--- src/rtl/seqlock_pkg.sv ---
package seqlock_pkg;

   // per-level decision once the switch pattern has been classified
   typedef enum logic [1:0] {
      ACT_FAIL = 2'd0,
      ACT_HOLD = 2'd1,
      ACT_ADV  = 2'd2
   } lvl_act_t;

   // code of the state in which lvl top switches are raised (0 = start)
   function automatic int unsigned level_code(input int unsigned lvl);
      return lvl + 1;
   endfunction

endpackage

--- src/rtl/seqlock_sync.sv ---
module seqlock_sync #(
   parameter int unsigned            W       = 8,
   parameter int unsigned            STAGES  = 2,
   parameter logic        [W-1:0]    RST_VAL = '1
) (
   input  logic         clk_i,
   input  logic         rst_i,
   input  logic [W-1:0] d_i,
   output logic [W-1:0] q_o
);

   logic [W-1:0] stg_q [STAGES];

   for (genvar s = 0; s < STAGES; s++) begin : g_stage
      if (s == 0) begin : g_head
         always_ff @(posedge clk_i) begin
            if (rst_i) stg_q[s] <= RST_VAL;
            else       stg_q[s] <= d_i;
         end
      end else begin : g_tail
         always_ff @(posedge clk_i) begin
            if (rst_i) stg_q[s] <= RST_VAL;
            else       stg_q[s] <= stg_q[s-1];
         end
      end
   end

   assign q_o = stg_q[STAGES-1];

endmodule

--- src/rtl/seqlock_match.sv ---
module seqlock_match #(
   parameter int unsigned SW_W  = 8,
   parameter int unsigned STEPS = 4
) (
   input  logic [SW_W-1:0] sw_i,
   output logic [STEPS:0]  hit_o
);

   // hit_o[k] is set when exactly the top k switches are raised
   for (genvar k = 0; k <= STEPS; k++) begin : g_lvl
      localparam logic [SW_W-1:0] PAT = ~({SW_W{1'b1}} >> k);
      assign hit_o[k] = (sw_i == PAT);
   end

endmodule

--- src/rtl/seqlock_fsm.sv ---
module seqlock_fsm
   import seqlock_pkg::*;
#(
   parameter int unsigned STEPS   = 4,
   parameter int unsigned STATE_W = 4
) (
   input  logic               clk_i,
   input  logic               rst_i,
   input  logic [STEPS:0]     hit_i,
   output logic [STATE_W-1:0] state_o
);

   localparam logic [STATE_W-1:0] C_ERR   = '0;
   localparam logic [STATE_W-1:0] C_START = STATE_W'(level_code(0));
   localparam logic [STATE_W-1:0] C_OPEN  = STATE_W'(level_code(STEPS));
   localparam logic [STATE_W-1:0] C_ONE   = STATE_W'(1);

   logic [STATE_W-1:0] state_q;
   logic [STATE_W-1:0] state_d;
   lvl_act_t           act [STEPS];

   // decision per level; the first level has no predecessor to fall back to
   for (genvar k = 0; k < STEPS; k++) begin : g_act
      if (k == 0) begin : g_first
         assign act[k] = hit_i[k]   ? ACT_HOLD :
                         hit_i[k+1] ? ACT_ADV  : ACT_FAIL;
      end else begin : g_later
         assign act[k] = (hit_i[k] || hit_i[k-1]) ? ACT_HOLD :
                         hit_i[k+1]                ? ACT_ADV  : ACT_FAIL;
      end
   end

   always_comb begin
      state_d = C_ERR;
      if (state_q == C_ERR) begin
         state_d = hit_i[0] ? C_START : C_ERR;
      end else if (state_q == C_OPEN) begin
         state_d = hit_i[0] ? C_START : C_OPEN;
      end else begin
         for (int k = 0; k < STEPS; k++) begin
            if (state_q == STATE_W'(level_code(k))) begin
               unique case (act[k])
                  ACT_HOLD: state_d = state_q;
                  ACT_ADV:  state_d = state_q + C_ONE;
                  default:  state_d = C_ERR;
               endcase
            end
         end
      end
   end

   always_ff @(posedge clk_i) begin
      if (rst_i) state_q <= C_ERR;
      else       state_q <= state_d;
   end

   assign state_o = state_q;

endmodule

--- src/rtl/seqlock_leds.sv ---
module seqlock_leds #(
   parameter int unsigned SW_W      = 8,
   parameter int unsigned STATE_W   = 4,
   parameter int unsigned OPEN_CODE = 5
) (
   input  logic [STATE_W-1:0] state_i,
   output logic [SW_W-1:0]    leds_o
);

   localparam logic [STATE_W-1:0] C_OPEN = STATE_W'(OPEN_CODE);

   assign leds_o = (state_i == C_OPEN) ? {SW_W{1'b1}} : SW_W'(state_i);

endmodule

--- src/rtl/seqlock_top.sv ---
module seqlock_top #(
   parameter int unsigned SW_W        = 8,
   parameter int unsigned STEPS       = 4,
   parameter int unsigned STATE_W     = 4,
   parameter int unsigned SYNC_STAGES = 2
) (
   input  logic               clk_i,
   input  logic               rst_i,
   input  logic [SW_W-1:0]    sw_i,
   output logic [SW_W-1:0]    leds_o,
   output logic [STATE_W-1:0] state_o
);

   localparam int unsigned OPEN_CODE = STEPS + 1;

   if (STEPS < 1 || STEPS > SW_W) begin : g_bad_steps
      $error("seqlock_top: STEPS must lie in 1..SW_W");
   end
   if ((64'd1 << STATE_W) <= 64'(OPEN_CODE)) begin : g_bad_state_w
      $error("seqlock_top: STATE_W too narrow for the open code");
   end
   if (STATE_W > SW_W) begin : g_bad_mirror
      $error("seqlock_top: state code must fit on the LED bus");
   end
   if (SYNC_STAGES < 2) begin : g_bad_sync
      $error("seqlock_top: at least two synchronizer stages required");
   end

   logic [SW_W-1:0] sw_s;
   logic [STEPS:0]  hit;
   logic [STATE_W-1:0] state;

   // reset value all ones: non-zero, so the lock cannot slip into start
   seqlock_sync #(
      .W       (SW_W),
      .STAGES  (SYNC_STAGES),
      .RST_VAL ({SW_W{1'b1}})
   ) sync_i (
      .clk_i (clk_i),
      .rst_i (rst_i),
      .d_i   (sw_i),
      .q_o   (sw_s)
   );

   seqlock_match #(
      .SW_W  (SW_W),
      .STEPS (STEPS)
   ) match_i (
      .sw_i  (sw_s),
      .hit_o (hit)
   );

   seqlock_fsm #(
      .STEPS   (STEPS),
      .STATE_W (STATE_W)
   ) fsm_i (
      .clk_i   (clk_i),
      .rst_i   (rst_i),
      .hit_i   (hit),
      .state_o (state)
   );

   seqlock_leds #(
      .SW_W      (SW_W),
      .STATE_W   (STATE_W),
      .OPEN_CODE (OPEN_CODE)
   ) leds_i (
      .state_i (state),
      .leds_o  (leds_o)
   );

   assign state_o = state;

endmodule

--- config.mk ---
export PLATFORM = sky130hd
export DESIGN_NAME = seqlock_top
export DESIGN_NICKNAME = d
export VERILOG_FILES = /design/src/rtl/seqlock_pkg.sv /design/src/rtl/seqlock_sync.sv /design/src/rtl/seqlock_match.sv /design/src/rtl/seqlock_fsm.sv /design/src/rtl/seqlock_leds.sv /design/src/rtl/seqlock_top.sv
export SDC_FILE = /design/constraint.sdc
export NUM_CORES = 1
export LEC_CHECK = 0
export BUFFER_PORTS_ARGS = -buffer_cell sky130_fd_sc_hd__buf_4
export CAP_MARGIN = 15
export CORE_MARGIN = 10
export CORE_UTILIZATION = 35
export DETAILED_ROUTE_END_ITERATION = 8
export HOLD_SLACK_MARGIN = 0.15
export RECOVER_POWER = 25
export SETUP_SLACK_MARGIN = 0.02
export SYNTH_ARGS = -nofsm -noshare
export SYNTH_HDL_FRONTEND = slang
export SYNTH_HIERARCHICAL = 1
export SYNTH_SLANG_ARGS = --single-unit
--- constraint.sdc ---
create_clock -name clk_i -period 3 [get_ports clk_i]
set_input_delay 0.45 -clock clk_i [delete_from_list [all_inputs] [get_ports clk_i]]
set_output_delay 0.45 -clock clk_i [all_outputs]
set_load 0.01 [all_outputs]
==> results of run 1 <==
-- area by class of cell --
class                      instances  area, um^2  share of cell area
multi-input combinational         68         489               0.433
inverter                           3        11.3             0.00998
timing repair buffer              21         154               0.136
clock buffer                       4        36.3              0.0322
sequential                        20         400               0.355
tap                               30        37.5              0.0333
-- worst max-delay path: stages (launching register included) --
cell and delay [ns]:
dfxtp_1 0.31, or4_4 0.56, nor4_1 0.66, a21oi_1 0.16
nor4_1 0.25, a21oi_1 0.15, o32ai_1 0.25
-- cells by family after synthesis --
kind of cell	synth area share
simple gates	0.309
mux	0.0106
buf+inv	0.0558
flops	0.425
compound gates	0.146
fa+ha+maj	0.0531
-- placed cells by master (no fill, tap or decap), types with 2 or more instances in the layout --
cell | Yosys | final
a21oi_1 | 4 | 4
buf_4 | 3 | 20
clkbuf_4 | 0 | 3
dfxtp_1 | 20 | 20
ha_1 | 4 | 4
inv_1 | 3 | 3
nand2_1 | 4 | 4
nand2_2 | 2 | 2
nand3b_1 | 2 | 2
nor2_1 | 5 | 5
nor3_1 | 3 | 3
nor4_1 | 2 | 2
o21bai_1 | 3 | 3
o32ai_1 | 2 | 2
or2_1 | 17 | 17
-- worst max path at each step --
stage,start,end,slack (ns),cells past startpoint
6_report,sync_i/stg_q[1][1],fsm_i/state_o[0],0.56,6
5_1_grt,sync_i/stg_q[1][1],fsm_i/state_o[1],0.40,6
4_1_cts,sync_i/stg_q[1][1],fsm_i/state_o[0],0.59,6
3_5_place_dp,sync_i/stg_q[1][1],fsm_i/state_o[0],0.62,6
3_3_place_gp,sync_i/stg_q[1][1],fsm_i/state_o[0],0.59,6
2_1_floorplan,sync_i/stg_q[1][1],fsm_i/state_o[3],0.89,7
-- flip-flops by register name, summed over array words and instances (netlist names) --
signal / cells
fsm_i/state_o: 4
sync_i/stg_q: 16
-- through the flow --
| stage | cells | hold slack [ns] | worst slack (ns) |
|---|---|---|---|
| after global placement | 142 | 0.386 | 0.595 |
| after floorplan | 97 | 0.383 | 0.894 |
| after global routing | 146 | 0.306 | 0.399 |
| final | 146 | 0.323 | 0.564 |
| after CTS | 146 | 0.312 | 0.594 |
| after detailed placement | 142 | 0.392 | 0.616 |
-- power breakdown --
part / switching [W] / total, W / internal, W
clock: 0.0000776 / 0.000152 / 0.0000740
combinational: 0.00000740 / 0.0000197 / 0.0000123
sequential: 0.00000307 / 0.000278 / 0.000275
-- routing by layer --
layer  vias to the layer above  share of wire
li1                        373              -
met1                       363           0.44
met2                        18           0.50
met3                         4          0.045
met4                         0          0.015
met5                         -              0
==> summary.txt, run 1 <==
Outcome -> completed
Core area -> 2520 um^2
# DRC -> 0
Clock Pin Slew Worst Setup and Hold Paths -> 0.11 ns
Crit Reg-Reg Endpoint -> fsm_i/state_o[0]
Hold Crit Class -> in -> reg
Final core occ -> 0.447
Hold Path Sink -> sync_i/stg_q[0][3]
Post-synth cell types -> 36
Critical Path RT -> 3.20 ns
Most used DFF post-synth -> dfxtp_1
Most frequent cells after synthesis -> dfxtp_1 (20), or2_1 (17), nor2_1 (5)
Leading area contributor after synthesis -> dfxtp_1
TritonCTS clock tree -> built
Final min period -> 2.44 ns
Routed wire length per instance -> 13.0 um
First-pass GRT wire length -> 3.28 mm
Gate Count Post-Synth -> 97
Max Clock Skew -> 0.00376 ns
Pre-antenna DRT Iters -> 4
Seq cells post-synth -> 20
Gr busiest metal -> met2
Grt met2 use -> 0.125
Initial antenna violation count -> 0
Final hold vios -> 0
Proportion of layout cells with a drive suffix above 1 -> 0.284
Hold_buf cts -> 0
Most common cell in the netlist -> dfxtp_1
Part of the Yosys area used for sequential elements -> 0.425
Row cnt -> 18
Skew-Pair Late Insertion Delay -> 0.30 ns
Die Area -> 5170 um^2
EDFF count, synth -> 0
Vias in the first global route -> 738
Synthesis warning total -> 6
Diodes inserted -> 0
Slew HR -> 0.489
Post-route cell area -> 1130 um^2
Area Growth Syn to Fin -> 19.8%
Hold-critical path depth -> 2
Vias/cell -> 5.19
Final Max Tran Viols -> 0
Leak pwr -> 0.451 nW
Crit Path Max Fanout -> 5
Setup Fix Bufs, Post-CTS -> 0
Ys async rst share -> 0
H-tree levels -> 1
Final setup fails -> 0
Startpoint class of the critical path -> flip-flop
Largest cells by area after synthesis -> dfxtp_1 (42%), or2_1 (11%), ha_1 (5.3%), buf_4 (2.4%), o21bai_1 (2.4%)
Area after DPL -> 1100 um^2
Filler cells -> 265
Die height -> 71.9 um
GRT met3 Usage -> 0.0234
Pwr Total -> 0.000450 W
DIE WIDTH -> 71.9 um
Synthesized net count -> 111
Grt total ovfl -> 0
R2r setup slk -> 0.56 ns
CTS Buffer Depth -> 2
Mapped cell area -> 942 um^2
Worst slew pin tran -> 0.760 ns
Clock buffer count from CTS -> 3
Port Buffers -> 21
RSZ-0062 raised after global routing -> false
Share of the synthesized area in the top cell type -> 0.425
Arrival time at the worst endpoint -> 2.64 ns
Sink Count -> 20
Tcrit/Tclk final -> 0.812
Post-DRT Antenna Nets -> 0
GRT Total Usage -> 0.0761
PD cells -> 398 nW/um^2
Initial Utilization -> 0.374
Worst VDD drop -> 0.000244 V
Reg-to-reg startpoint -> sync_i/stg_q[1][1]
M1 GR Usage -> 0.0868
Vias -> 758
Fmax -> 0.411 GHz
DRT iter0 DRCs -> 44
CTS Root Cell -> clkbuf_4
Mapped Avg Cell Area -> 9.71 um^2
Final WL -> 1.90 mm
Boundary Pins -> 22
R2R cell count -> 6
Sum Neg Setup Slack -> 0 ns
Hold path startpoint -> sw_i[3]
CTS resizes -> 0
Maxcap violations -> 0
Post-DP HPWL -> 1.44 mm
Nets@finish -> 131
Setup CP Type -> reg -> reg
CP Capture Type -> flip-flop
GP Congestion -> 0.837
Largest net degree at the start of global routing -> 23
(Power assumes the default switching activity.)
==> run 2, diff against run 1 <==
==> constraint.sdc (replaced) <==
create_clock -name clk_i -period 2.37 [get_ports clk_i]
set_input_delay 0.3555 -clock clk_i [delete_from_list [all_inputs] [get_ports clk_i]]
set_output_delay 0.3555 -clock clk_i [all_outputs]
set_load 0.01 [all_outputs]
==> run 2 against run 1 <==
  * Sequential power grew 27%
  * Clock skew grew 0.0038 ns
  * Routed wire length grew 1.8%
  * Worst hold slack lost 0.099 ns
  * Critical path type unchanged
  * Critical endpoint is now fsm_i/state_o[3]
  * Highest routed layer unchanged
==> summary.txt, run 2 (synthesized netlist as in run 1, its figures left out) <==
Outcome -> completed
Top reg by flops -> sync_i/stg_q
Hold Crit Class -> in -> reg
Hold path startpoint -> sw_i[5]
Maxcap violations -> 0 (unchanged)
Grt total ovfl -> 0 (unchanged)
Reg-to-reg startpoint -> sync_i/stg_q[1][1]
Post-DP HPWL -> 1.49 mm (+3.6%)
Diodes inserted -> 0 (unchanged)
H-tree levels -> 1 (unchanged)
CP Capture Type -> flip-flop
GRT met3 Usage -> 0.0289 (+0.00551)
GRT Total Usage -> 0.0778 (+0.00169)
Initial Utilization -> 0.374 (unchanged)
Skew-Pair Late Insertion Delay -> 0.30 ns (about the same)
Worst VDD drop -> 0.000637 V (+160%)
Max reg flops -> 16 (unchanged)
Routed wire length per instance -> 13.1 um (+0.41%)
Post-DRT Antenna Nets -> 0 (unchanged)
Gr busiest metal -> met2
CTS resizes -> 0 (unchanged)
Leak pwr -> 0.481 nW (+6.7%)
Boundary Pins -> 22 (unchanged)
Slew HR -> 0.509 (+0.0200)
Largest net degree at the start of global routing -> 23 (unchanged)
Final hold vios -> 0 (unchanged)
Final Max Tran Viols -> 0 (unchanged)
Worst hold slack -> 0.224 ns (-0.0992 ns)
Area Growth Syn to Fin -> 26.0%
R2r setup slk -> 0.13 ns (-0.43 ns)
Die height -> 71.9 um (unchanged)
Worst slew pin tran -> 0.737 ns (-0.0229 ns)
Hold_buf cts -> 0 (unchanged)
M1 GR Usage -> 0.0822 (-0.00458)
Final min period -> 2.24 ns (-0.200 ns)
Clock buffer count from CTS -> 3 (unchanged)
Worst setup startpoint -> sync_i/stg_q[1][1]
Tcrit/Tclk final -> 0.943 (+0.132)
# DRC -> 0 (unchanged)
Vias/cell -> 5.12 (-1.4%)
Fmax -> 0.447 GHz (+8.9%)
Port Buffers -> 21 (unchanged)
Clock Pin Slew Worst Setup and Hold Paths -> 0.11 ns (about the same)
Critical Path RT -> 2.58 ns (-0.62 ns)
Grt met2 use -> 0.131 (+0.00686)
Post-route cell area -> 1190 um^2 (+5.2%)
Die Area -> 5170 um^2 (unchanged)
Sink Count -> 20 (unchanged)
Final setup fails -> 0 (unchanged)
Max Clock Skew -> 0.00759 ns (+0.00383 ns)
Vias -> 758 (unchanged)
Area after DPL -> 1110 um^2 (+1.4%)
DIE WIDTH -> 71.9 um (unchanged)
Vias in the first global route -> 753 (+2.0%)
Final WL -> 1.94 mm (+1.8%)
First-pass GRT wire length -> 3.37 mm (+2.7%)
TritonCTS clock tree -> built
Arrival time at the worst endpoint -> 2.45 ns (-0.19 ns)
Commonest non-fill, non-tap cell in the layout -> buf_4
Setup Fix Bufs, Post-CTS -> 0 (unchanged)
DRT iter0 DRCs -> 14 (-68%)
Most frequent cells in the layout -> buf_4 (22), dfxtp_1 (20), or2_1 (17), nor2_1 (5)
Row cnt -> 18 (unchanged)
Nets@finish -> 133 (+1.5%)
Pre-antenna DRT Iters -> 4 (unchanged)
GP Congestion -> 0.887 (+5.9%)
RSZ-0062 raised after global routing -> true
CTS Root Cell -> clkbuf_4
Crit Path Max Fanout -> 5 (unchanged)
CTS Buffer Depth -> 2 (unchanged)
Proportion of layout cells with a drive suffix above 1 -> 0.322 (+0.0376)
Core area -> 2520 um^2 (unchanged)
PD cells -> 548 nW/um^2 (+38%)
Initial antenna violation count -> 0 (unchanged)
Startpoint class of the critical path -> flip-flop
Setup CP Type -> reg -> reg
[run 2: changes by cell type in the layout (fill, tap and decap cells not counted)]
cell and delta:
buf_4 +2, bufinv_16 +1, clkbuf_8 -1, nor3_1 -1
nor3_2 +1, nor4_1 -1, nor4_2 +1, nor4b_2 -1
nor4b_4 +1, o311ai_1 -1, o311ai_2 +1
[run 2: final cells by class]
class	instances	area, um^2
clock buffer	3	22.5
timing repair buffer	23	169
sequential	20	400
clock inverter	1	30.0
inverter	3	11.3
multi-input combinational	68	517
fill	253	1340
tap	30	37.5
[run 2: metrics by stage]
step	util	power (W)	setup WS (ns)	setup TNS, ns	cells
CTS	0.461	0.000660	0.0363	0	148
floorplan	-	0.000372	0.264	0	97
finish	0.471	0.000651	0.134	0	148
global placement	0.440	0.000385	0.160	0	144
detailed placement	0.440	0.000387	0.0464	0	144
global route	0.471	0.000674	-0.0323	-0.0323	148
[run 2: power breakdown]
part	total (W)	internal, W	switching [W]
registers	0.000353	0.000349	0.00000470
logic	0.0000254	0.0000158	0.00000953
clock network	0.000272	0.000171	0.000102
total	0.000651	0.000535	0.000116
[run 2: per-layer routing]
layer	wire length, um	up-vias
met1	815	358
li1	-	384
met5	0	-
met4	26	0
met2	1000	12
met3	89	4
[run 2: path summary, 6_finish.rpt]
path                        endpoint  cells past startpoint
setup / recovery    fsm_i/state_o[3]                      7
hold reg to reg   sync_i/stg_q[1][1]                      1
setup reg to reg    fsm_i/state_o[3]                      7
hold / removal    sync_i/stg_q[0][5]                      2
[run 2: critical path, stage by stage (launching register included)]
cell and delay, ns:
dfxtp_1 0.32, or4_4 0.58, nor4b_4 0.36, nand2_1 0.09, o21a_1 0.18, o311ai_2 0.31
nand2_2 0.11, a211oi_2 0.21
